[src/rtl/vid_pkg.sv]
// Shared definitions for the embedded-sync video stream generator.
// Assumes the timing code layout FF,00,00,XY with protection bits in XY.
package vid_pkg;

    typedef enum logic [1:0] {
        SEG_END_CODE,
        SEG_HBLANK,
        SEG_START_CODE,
        SEG_ACTIVE
    } seg_e;

    localparam logic [7:0] BLANK_CHROMA = 8'h80;
    localparam logic [7:0] BLANK_LUMA   = 8'h10;

    // Build the fourth timing-code byte with its protection bits
    function automatic logic [7:0] code_word(input logic f, input logic v, input logic h);
        return {1'b1, f, v, h, v ^ h, f ^ h, f ^ v, f ^ v ^ h};
    endfunction

    // Keep data bytes clear of the reserved code values
    function automatic logic [7:0] clip_data(input logic [7:0] b);
        if (b == 8'hFF) return 8'hFE;
        if (b == 8'h00) return 8'h01;
        return b;
    endfunction

endpackage

[src/rtl/vid_raster.sv]
// Raster position counters: byte slot within the line and line within the frame.
// Also decodes the field and vertical-blanking flags for the current line.
// Assumes every window boundary lies within 0..V_TOTAL.
module vid_raster #(
    parameter int LINE_BYTES   = 1716,
    parameter int V_TOTAL      = 525,
    parameter int V1_ACT_START = 20,
    parameter int V1_ACT_END   = 263,
    parameter int F2_START     = 263,
    parameter int V2_ACT_START = 281,
    parameter int V2_ACT_END   = 525,
    parameter int HW           = 11,
    parameter int LW           = 10
) (
    input  logic          clk,
    input  logic          rst_n,
    output logic [HW-1:0] hcnt,
    output logic [LW-1:0] line,
    output logic          field,
    output logic          vblank
);

    localparam logic [HW-1:0] H_LAST = HW'(LINE_BYTES - 1);
    localparam logic [LW-1:0] V_LAST = LW'(V_TOTAL - 1);
    localparam logic [LW:0]   W1_LO  = (LW+1)'(V1_ACT_START);
    localparam logic [LW:0]   W1_HI  = (LW+1)'(V1_ACT_END);
    localparam logic [LW:0]   W2_LO  = (LW+1)'(V2_ACT_START);
    localparam logic [LW:0]   W2_HI  = (LW+1)'(V2_ACT_END);
    localparam logic [LW:0]   F2_LO  = (LW+1)'(F2_START);

    logic [LW:0] line_x;
    logic        in_win1;
    logic        in_win2;

    // Advance the slot counter and roll the line counter at the end of each line
    always_ff @(posedge clk) begin
        if (!rst_n) begin
            hcnt <= '0;
            line <= '0;
        end else if (hcnt == H_LAST) begin
            hcnt <= '0;
            line <= (line == V_LAST) ? '0 : line + 1'b1;
        end else begin
            hcnt <= hcnt + 1'b1;
        end
    end

    // Decode field and vertical blanking from the line number
    always_comb begin
        line_x  = {1'b0, line};
        in_win1 = (line_x >= W1_LO) && (line_x < W1_HI);
        in_win2 = (line_x >= W2_LO) && (line_x < W2_HI);
        vblank  = !(in_win1 || in_win2);
        field   = (line_x >= F2_LO);
    end

endmodule

[src/rtl/vid_fetch.sv]
// Pixel-pair request generator. It looks RD_LAT+1 slots ahead of the slot
// being emitted and raises a one-cycle request when that slot is the Cb byte
// of a pair on a visible line. Assumes RD_LAT+1 < ACT_START.
module vid_fetch #(
    parameter int LINE_BYTES = 1716,
    parameter int ACT_START  = 276,
    parameter int RD_LAT     = 4,
    parameter int HW         = 11,
    parameter int LW         = 10,
    parameter int PAIR_W     = 9
) (
    input  logic              clk,
    input  logic              rst_n,
    input  logic [HW-1:0]     hcnt,
    input  logic [LW-1:0]     line,
    input  logic              vblank,
    output logic              req,
    output logic [PAIR_W-1:0] req_pair,
    output logic [LW-1:0]     req_line
);

    localparam logic [HW:0] LEAD_X  = (HW+1)'(RD_LAT + 1);
    localparam logic [HW:0] ACT_X   = (HW+1)'(ACT_START);
    localparam logic [HW:0] LINE_X  = (HW+1)'(LINE_BYTES);
    localparam logic [HW:0] PHASE_M = (HW+1)'(3);

    logic [HW:0]       ahead;
    logic [HW:0]       rel;
    logic              hit;
    logic [PAIR_W-1:0] pair_cnt;
    logic [PAIR_W-1:0] pair_base;

    // Find whether the look-ahead slot opens an active pair
    always_comb begin
        ahead     = {1'b0, hcnt} + LEAD_X;
        rel       = ahead - ACT_X;
        hit       = !vblank && (ahead >= ACT_X) && (ahead < LINE_X) && ((rel & PHASE_M) == '0);
        pair_base = (hcnt == '0) ? '0 : pair_cnt;
    end

    // Register the request and count pairs within the line
    always_ff @(posedge clk) begin
        if (!rst_n) begin
            req      <= 1'b0;
            req_pair <= '0;
            req_line <= '0;
            pair_cnt <= '0;
        end else begin
            req <= hit;
            if (hit) begin
                req_pair <= pair_base;
                req_line <= line;
                pair_cnt <= pair_base + 1'b1;
            end else begin
                pair_cnt <= pair_base;
            end
        end
    end

endmodule

[src/rtl/vid_mux.sv]
// Byte selector and output register. It picks a timing code, blanking filler
// or clipped pair data for the current slot and registers it onto the stream.
// Assumes the returned pair word is valid in the slot of the pair's Cb byte.
module vid_mux #(
    parameter int LINE_BYTES = 1716,
    parameter int ACT_START  = 276,
    parameter int HW         = 11
) (
    input  logic          clk,
    input  logic          rst_n,
    input  logic [HW-1:0] hcnt,
    input  logic          field,
    input  logic          vblank,
    input  logic [31:0]   pix_word,
    output logic [7:0]    data
);
    import vid_pkg::*;

    localparam int            SAV_AT  = ACT_START - 4;
    localparam logic [HW-1:0] CODE_N  = HW'(4);
    localparam logic [HW-1:0] SAV_X   = HW'(SAV_AT);
    localparam logic [HW-1:0] ACT_X   = HW'(ACT_START);
    localparam logic [HW-1:0] PHASE_M = HW'(3);

    seg_e          seg;
    logic [HW-1:0] code_idx;
    logic [HW-1:0] phase;
    logic [31:0]   held;
    logic [7:0]    raw;
    logic [7:0]    next_byte;
    logic          take;

    // Classify the current slot and its position inside code or pair
    always_comb begin
        if (hcnt < CODE_N) begin
            seg      = SEG_END_CODE;
            code_idx = hcnt & PHASE_M;
        end else if (hcnt < SAV_X) begin
            seg      = SEG_HBLANK;
            code_idx = '0;
        end else if (hcnt < ACT_X) begin
            seg      = SEG_START_CODE;
            code_idx = (hcnt - SAV_X) & PHASE_M;
        end else begin
            seg      = SEG_ACTIVE;
            code_idx = '0;
        end
        phase = (hcnt - ACT_X) & PHASE_M;
        take  = (seg == SEG_ACTIVE) && !vblank && (phase == '0);
    end

    // Pick the active byte: Cb live from the port, the rest from the held word
    always_comb begin
        unique case (phase)
            HW'(0):  raw = pix_word[31:24];
            HW'(1):  raw = held[23:16];
            HW'(2):  raw = held[15:8];
            default: raw = held[7:0];
        endcase
    end

    // Select the byte for this slot
    always_comb begin
        next_byte = hcnt[0] ? BLANK_LUMA : BLANK_CHROMA;
        unique case (seg)
            SEG_END_CODE, SEG_START_CODE: begin
                if (code_idx == '0)
                    next_byte = 8'hFF;
                else if (code_idx == PHASE_M)
                    next_byte = code_word(field, vblank, seg == SEG_END_CODE);
                else
                    next_byte = 8'h00;
            end
            SEG_ACTIVE: begin
                if (!vblank) next_byte = clip_data(raw);
            end
            default: ;
        endcase
    end

    // Hold the pair word for the three bytes after Cb
    always_ff @(posedge clk) begin
        if (!rst_n)
            held <= '0;
        else if (take)
            held <= pix_word;
    end

    // Register the stream byte
    always_ff @(posedge clk) begin
        if (!rst_n)
            data <= BLANK_CHROMA;
        else
            data <= next_byte;
    end

endmodule

[src/rtl/bt656_stream_gen.sv]
// Top level of the embedded-sync 4:2:2 video byte stream generator.
// Connects the raster counters, the pair request generator and the byte mux.
// Assumes a read port with a fixed latency of RD_LAT cycles per request.
module bt656_stream_gen #(
    parameter int H_TOTAL_PIX  = 858,
    parameter int H_ACT_PIX    = 720,
    parameter int V_TOTAL      = 525,
    parameter int V1_ACT_START = 20,
    parameter int V1_ACT_END   = 263,
    parameter int F2_START     = 263,
    parameter int V2_ACT_START = 281,
    parameter int V2_ACT_END   = 525,
    parameter int RD_LAT       = 4,
    localparam int LINE_BYTES  = 2 * H_TOTAL_PIX,
    localparam int ACT_START   = LINE_BYTES - 2 * H_ACT_PIX,
    localparam int HW          = $clog2(LINE_BYTES),
    localparam int LINE_W      = $clog2(V_TOTAL),
    localparam int PAIR_W      = $clog2(H_ACT_PIX / 2)
) (
    input  logic              i_clk,
    input  logic              i_rst_n,
    input  logic [31:0]       i_pix_data,
    output logic [7:0]        o_data,
    output logic              o_req,
    output logic [PAIR_W-1:0] o_req_pair,
    output logic [LINE_W-1:0] o_req_line
);

    logic [HW-1:0]     hcnt;
    logic [LINE_W-1:0] line;
    logic              field;
    logic              vblank;

    vid_raster #(
        .LINE_BYTES  (LINE_BYTES),
        .V_TOTAL     (V_TOTAL),
        .V1_ACT_START(V1_ACT_START),
        .V1_ACT_END  (V1_ACT_END),
        .F2_START    (F2_START),
        .V2_ACT_START(V2_ACT_START),
        .V2_ACT_END  (V2_ACT_END),
        .HW          (HW),
        .LW          (LINE_W)
    ) u_raster (
        .clk   (i_clk),
        .rst_n (i_rst_n),
        .hcnt  (hcnt),
        .line  (line),
        .field (field),
        .vblank(vblank)
    );

    vid_fetch #(
        .LINE_BYTES(LINE_BYTES),
        .ACT_START (ACT_START),
        .RD_LAT    (RD_LAT),
        .HW        (HW),
        .LW        (LINE_W),
        .PAIR_W    (PAIR_W)
    ) u_fetch (
        .clk     (i_clk),
        .rst_n   (i_rst_n),
        .hcnt    (hcnt),
        .line    (line),
        .vblank  (vblank),
        .req     (o_req),
        .req_pair(o_req_pair),
        .req_line(o_req_line)
    );

    vid_mux #(
        .LINE_BYTES(LINE_BYTES),
        .ACT_START (ACT_START),
        .HW        (HW)
    ) u_mux (
        .clk     (i_clk),
        .rst_n   (i_rst_n),
        .hcnt    (hcnt),
        .field   (field),
        .vblank  (vblank),
        .pix_word(i_pix_data),
        .data    (o_data)
    );

endmodule

[config.mk]
export PLATFORM = sky130hd
export DESIGN_NAME = bt656_stream_gen
export DESIGN_NICKNAME = d
export VERILOG_FILES = /design/src/rtl/vid_pkg.sv /design/src/rtl/vid_raster.sv /design/src/rtl/vid_fetch.sv /design/src/rtl/vid_mux.sv /design/src/rtl/bt656_stream_gen.sv
export SDC_FILE = /design/constraint.sdc
export NUM_CORES = 1
export LEC_CHECK = 0
export BUFFER_PORTS_ARGS = -buffer_cell sky130_fd_sc_hd__buf_4
export CAP_MARGIN = 30
export CORE_MARGIN = 2
export CORE_UTILIZATION = 57
export DETAILED_ROUTE_END_ITERATION = 8
export GPL_TIMING_DRIVEN = 0
export HOLD_SLACK_MARGIN = 0.02
export PLACE_DENSITY = 0.8
export SYNTH_ARGS = -nofsm -noshare
export SYNTH_HDL_FRONTEND = slang
export SYNTH_SLANG_ARGS = --single-unit
[constraint.sdc]
create_clock -name i_clk -period 3.7 [get_ports i_clk]
set_clock_uncertainty 0.2 [all_clocks]
set_input_delay 0.74 -clock i_clk [delete_from_list [all_inputs] [get_ports i_clk]]
set_output_delay 0.74 -clock i_clk [all_outputs]
set_load 0.005 [all_outputs]
Word-level counts from Yosys, hierarchy flattened
Index checks and enable logic that the tools add are counted.
{ "word_totals": {"output_inout_bits": 28, "register_bits": 82, "inputBits": 34, "word_cells": 81} }
{ "op_classes": {"reduce_logical": 17, "add_sub_neg": 7, "bitwise": 5, "n_lt_le_gt_ge": 10, "eq_ne": 8, "n_mux": 26} }
{ "ops": {"columns": ["op", "count"], "rows": [
  ["2-to-1 mux 8 bit", 8],
  ["zero test 11 bit", 3],
  ["case mux 8 bit (3 select lines)", 1],
  ["less-than comparator 11 x 9 -> 1 bit, second input constant", 2],
  ["2-to-1 mux 11 bit", 2],
  ["greater-or-equal comparator 10 x 9 -> 1 bit, second input constant", 2],
  ["2-to-1 mux 9 bit", 2],
  ["case mux 8 bit (2 select lines)", 1],
  ["adder 11 x 3 -> 12 bit, second input constant", 1],
  ["greater-or-equal comparator 12 x 9 -> 1 bit, second input constant", 1],
  ["zero test 12 bit", 1],
  ["less-than comparator 12 x 11 -> 1 bit, second input constant", 1],
  ["adder 11 x 1 -> 11 bit, second input constant", 1],
  ["== test 11 bit, second input constant", 1],
  ["== test 11 x 2 -> 1 bit, second input constant", 1],
  ["less-than comparator 11 x 3 -> 1 bit, second input constant", 1],
  ["adder 10 x 1 -> 10 bit, second input constant", 1],
  ["== test 10 bit, second input constant", 1],
  ["greater-or-equal comparator 10 x 5 -> 1 bit, second input constant", 1],
  ["less-than comparator 10 bit, second input constant", 1],
  ["less-than comparator 10 x 9 -> 1 bit, second input constant", 1],
  ["2-to-1 mux 10 bit", 1],
  ["adder 9 x 1 -> 9 bit, second input constant", 1],
  ["== test 8 bit, second input constant", 1],
  ["13 further kinds", 36]
]} }

Logic depth before layout (Yosys ltp)
{ "logic_depth": {"ltp_word": 14, "depth_mapped": 14} }

By module
From an unflattened synthesis, not the netlist that was laid out.
{ "unflattened": {"hier_cells": 491, "area_unflattened_um2": 4122.7} }
{ "by_module_without_submodules": {"columns": ["module", "cells_per_inst", "instances", "area_each_um2"], "rows": [
  ["vid_mux", 191, 1, 1674.1],
  ["vid_fetch", 157, 1, 1310.0],
  ["vid_raster", 143, 1, 1138.6]
]} }

Worst setup path before layout
Ideal clock, no wire load.
{ "synth_timing": {"path_kind": "flip-flop to flip-flop", "from": "reg u_raster.hcnt[0]", "to": "reg u_fetch.pair_cnt[6]", "setup_ns": 0.070, "setup_slack_ns": 0.946, "t_arrival_ns": 2.484, "stages_incl_launch_ff": 13, "cell_sequence": "dfxtp_1 > buf_4 > inv_1 > ha_1 > clkbuf_1 > clkbuf_1 > nand2_1 > and2_1 > ha_1 > and3_1 > clkbuf_1 > a31o_2 > a21oi_1"} }
{ "synth_via": {"elab_chain_cells": 6, "elab_cells_between_ends": 12} }
{ "synth_lines": {"columns": ["element", "line", "source"], "rows": [
  ["start: declaration", "vid_raster.sv:17", "output logic [HW-1:0] hcnt,"],
  ["start signal: assignment", "vid_raster.sv:44", "hcnt <= hcnt + 1'b1;"],
  ["adder 11 x 3 -> 12 bit *", "vid_fetch.sv:35", "ahead = {1'b0, hcnt} + LEAD_X;"],
  ["named net u_fetch.ahead[0]", "vid_fetch.sv:27", "logic [HW:0] ahead;"],
  ["greater-or-equal comparator 12 x 9 -> 1 bit", "vid_fetch.sv:37", "hit = !vblank && (ahead >= ACT_X) && (ahead < LINE_X) && ((rel & PHASE_M) == '0);"],
  ["logical AND 1 bit (2 in series)", "vid_fetch.sv:37", null],
  ["logical AND 1 bit *", "vid_fetch.sv:37", null],
  ["2-to-1 mux 9 bit *", "vid_fetch.sv:50", "if (hit) begin"],
  ["end signal: assignment", "vid_fetch.sv:53", "pair_cnt <= pair_base + 1'b1;"],
  ["end signal: assignment", "vid_fetch.sv:55", "pair_cnt <= pair_base;"],
  ["end: declaration", "vid_fetch.sv:30", "logic [PAIR_W-1:0] pair_cnt;"]
]} }
Mark *: on every way through the listed nets, which the timed path passes. The rest lies on a longest branch.
A chain may end at the register's enable or synchronous reset.

Worst setup path in the final report
Ends and elaborated chain as after synthesis.

==> impl_metrics.csv <==
group,metric,value,unit
status,status,"completed",
placement,numPortBuffers,61,
setup_path,reg2reg_depth,12,
yosys,synth_top_area_frac,0.380,
clocking,numCtsBuffers,9,
job,cap_violations,0,
yosys,syn_avg_cell_area,7.96,µm²
routing,drt_pre_antenna_iters,8,
setup_path,path_depth,12,
clocking,cts_hold_buf,0,
setup_path,critPathRequiredTime,3.79,ns
setup_path,r2r_start,"u_raster.hcnt[0]",
sta,slew_viol_final,0,
routing,drt_iter0_drc,269,
yosys,yosys.area.top_type,"dfxtp_1",
setup_path,cp_max_fo,10,
min_path,min_from,"u_mux.held[5]",
clocking,clock_sinks,82,
grt,grt_max_degree,17,
setup_path,crit_chain,"buf_4 > inv_1 > ha_1 > clkbuf_1 > clkbuf_1 > nand2_1 > and2_1 > ha_1 > and3_1 > clkbuf_1 > a31o_2 > a21oi_1",
min_path,hold-path-endpoint,"u_mux.held[5]",
cells_and_area,stdcell_area,0.00511,mm²
yosys,synth-seq-cells,82,
sta,finalCritPeriodShare,0.898,
cells_and_area,synthToLayoutAreaGrowth,18.3,%
die,initial_core_util,0.592,
power,peakVddDrop,0.244,mV
setup_path,reg2reg_slack,0.38,ns
setup_path,critPathMaxStageDelay,0.41,ns
power,internal_power,1.31,mW
die,chipWidth,91.0,µm
yosys,synth_cells,542,
clocking,cts_tree,"yes",
yosys,synth-async-reset-ratio,0,
yosys,netlist_area,0.00432,mm²
cells_and_area,drive_gt1_frac,0.183,
grt,grt_pass1_wl,18.5,mm
setup_path,crit_type,"register to register",
sta,final_hold_viol_count,0,
min_path,holdPathStages,2,
sta,tns,0,ns
yosys,synthFlopType,"dfxtp_1",
placement,placed_area,0.00490,mm²
yosys,synth_warnings,0,
power,p_per_area,353,mW/mm²
clocking,cts_setup_buffers,0,
yosys,synth_edf_count,0,
setup_path,worst-path-buf-inv,5,
clocking,htree_num_levels,3,
routing,antenna_left,0,
yosys,synth_fp_nets,587,
sta,worst_pin_slew,0.597,ns
sta,setup_viol,0,
routing,wl_per_cell,15.2,µm
sta,rsz0062_at_grt,"false",
cells_and_area,nets,659,
power,p_leak,1.90,nW
grt,grt_antenna_before_repair,0,
power,swShare,0.274,
yosys,synth.distinct_cells,69,
placement,dp_hpwl,8.12,mm
setup_path,worstPathArrival,3.41,ns
setup_path,critical_path.top_delay_family,"buffers and inverters",
clocking,cts_root_buf,"clkbuf_8",
grt,track_usage,0.269,
clocking,clockBufferDepth,2,
sta,max_slew_margin,0.599,
power,pwr-share-clk,0.379,
sta,fmax,301,MHz
die,die_h,91.0,µm
power,combPwrFrac,0.119,
die,rows,31,
setup_path,cp-end-kind,"register",
placement,gp_congestion,0.943,
cells_and_area,antenna_cells,0,
power,p_switching,0.494,mW
yosys,ys_seq_area_frac,0.380,
clocking,path_clk_slew,0.09,ns
clocking,cts_resized,0,
die,design.core.area,0.00729,mm²
routing,vias,4207,
routing,routed_wl,10.9,mm
setup_path,critPathLaunchType,"register",
min_path,holdCritPathClass,"register to register",
power,total_power,1.80,mW
setup_path,path_common_cell,"clkbuf_1",
clocking,clk_latency,0.36,ns
setup_path,crit_slowest_cell,"clkbuf_1",
routing,vias_per_cell,5.86,
sta,period_minus_slack,3.32,ns
power,power_frac_seq,0.502,
grt,grt_overflow,0,
routing,drc,0,
die,ioPinCount,62,
cells_and_area,fill_cells,628,
grt,grt_pass1_vias,3958,
setup_path,r2r_end,"u_fetch.pair_cnt[6]",
die,dieArea,0.00828,mm²
yosys,synth_area_leaders,"dfxtp_1, nand2_1, nand3_1, a21oi_1, o21ai_0",
layout make-up:
type,instances,area (µm²),area share
buffer,42,205,0.0402
inverter,13,48.8,0.00956
clock inverter,7,85.1,0.0167
tap,99,124,0.0243
sequential,82,1640,0.321
clock buffer,9,124,0.0243
timing repair buffer,61,458,0.0897
multi-input combinational,405,2420,0.474
layer usage:
| metal | up-vias | global-route usage | share of wire |
|---|---|---|---|
| li1 | 2070 | - | - |
| met1 | 1971 | 0.354 | 0.44 |
| met2 | 148 | 0.438 | 0.48 |
| met3 | 18 | 0.0622 | 0.062 |
| met4 | 0 | 0.0846 | 0.014 |
| met5 | - | 0 | 0 |
sequential cells by signal (all words and copies together) (netlist names):
register,count
u_mux.data,8
u_fetch.pair_cnt,9
u_mux.held,24
u_fetch.req_pair,9
u_raster.line,10
u_raster.hcnt,11
u_fetch.req,1
u_fetch.req_line,10
cell families after synthesis:
family,share of synthesized area
AO/OA/AOI/OAI,0.200
multiplexers,0.0165
flip-flops,0.380
adder cells (fa/ha/maj),0.0319
AND/OR/NAND/NOR,0.271
buffers and inverters,0.0589
XOR/XNOR,0.0406
cell usage in the layout, fill, tap and decap left out, types with 3 or more instances in the layout:
cell type / synthesis / routed
a31o_2: 3 / 3
and3_1: 4 / 4
nand2_1: 81 / 81
nor2_1: 43 / 43
a222oi_1: 6 / 6
nor4_1: 4 / 4
nor3_1: 9 / 9
inv_1: 13 / 13
buf_4: 1 / 62
or2_2: 5 / 5
or3_1: 5 / 5
o21a_1: 4 / 4
a221oi_1: 3 / 3
a21oi_1: 47 / 47
ha_1: 11 / 11
buf_2: 10 / 10
o21ai_0: 33 / 33
nand4_1: 8 / 8
a31oi_1: 3 / 3
inv_6: 0 / 3
mux2i_1: 6 / 6
a211oi_1: 4 / 4
xor2_1: 8 / 8
dfxtp_1: 82 / 82
clkbuf_8: 0 / 9
nand2b_1: 5 / 5
nand3_1: 49 / 49
xnor2_1: 12 / 12
clkbuf_1: 25 / 25
buf_6: 4 / 4
and2_1: 5 / 5
Yosys cell counts, types with 2 or more instances:
library cell,number
ha_1,11
a211oi_1,4
nand2_1,81
nand2b_1,5
o221ai_1,2
nor2_1,43
a31oi_1,3
a41oi_1,2
a221o_1,2
o311ai_0,2
a222oi_1,6
nand3b_1,2
o32ai_1,2
nand3_1,49
xnor2_1,12
inv_1,13
o21ai_0,33
and2_1,5
xor2_1,8
a221oi_1,3
and3_1,4
mux2i_1,6
a31o_2,3
o21a_1,4
or3_1,5
a21oi_1,47
buf_6,4
a21o_1,2
buf_2,10
dfxtp_1,82
nand4_1,8
and4_1,2
a22oi_1,2
or2_2,5
nor4_1,4
clkbuf_1,25
nor3_1,9
worst max path at each step:
stage                          start                   to  slack [ns]
floorplan           u_raster.hcnt[0]  u_fetch.pair_cnt[6]        0.95
global placement    u_raster.hcnt[0]  u_fetch.pair_cnt[6]        0.48
detailed placement  u_raster.hcnt[0]  u_fetch.pair_cnt[6]        0.44
CTS                 u_raster.hcnt[0]  u_fetch.pair_cnt[6]        0.42
global route        u_raster.hcnt[0]  u_fetch.pair_cnt[6]        0.08
finish              u_raster.hcnt[0]  u_fetch.pair_cnt[6]        0.38
metrics by stage:
stage	instances	setup WS, ns	utilization	hold slack (ns)
2_1_floorplan	542	0.946	-	0.233
3_3_place_gp	702	0.478	0.672	0.243
3_5_place_dp	702	0.438	0.672	0.250
4_1_cts	718	0.422	0.700	0.264
5_1_grt	718	0.0848	0.700	0.282
6_report	718	0.378	0.700	0.266
worst min-delay path, cell delays in order, from the launching register on:
cell	delay, ns
dfxtp_1	0.32
nand2_1	0.05
a21oi_1	0.05
power groups by stage:
stage	sequential (mW)	combinational (mW)	clock, mW
4_1_cts	0.906	0.213	0.693
3_3_place_gp	0.926	0.208	0
2_1_floorplan	0.926	0.124	0
3_5_place_dp	0.926	0.211	0
5_1_grt	0.908	0.235	0.734
6_report	0.906	0.214	0.685
(Power assumes the default switching activity.)
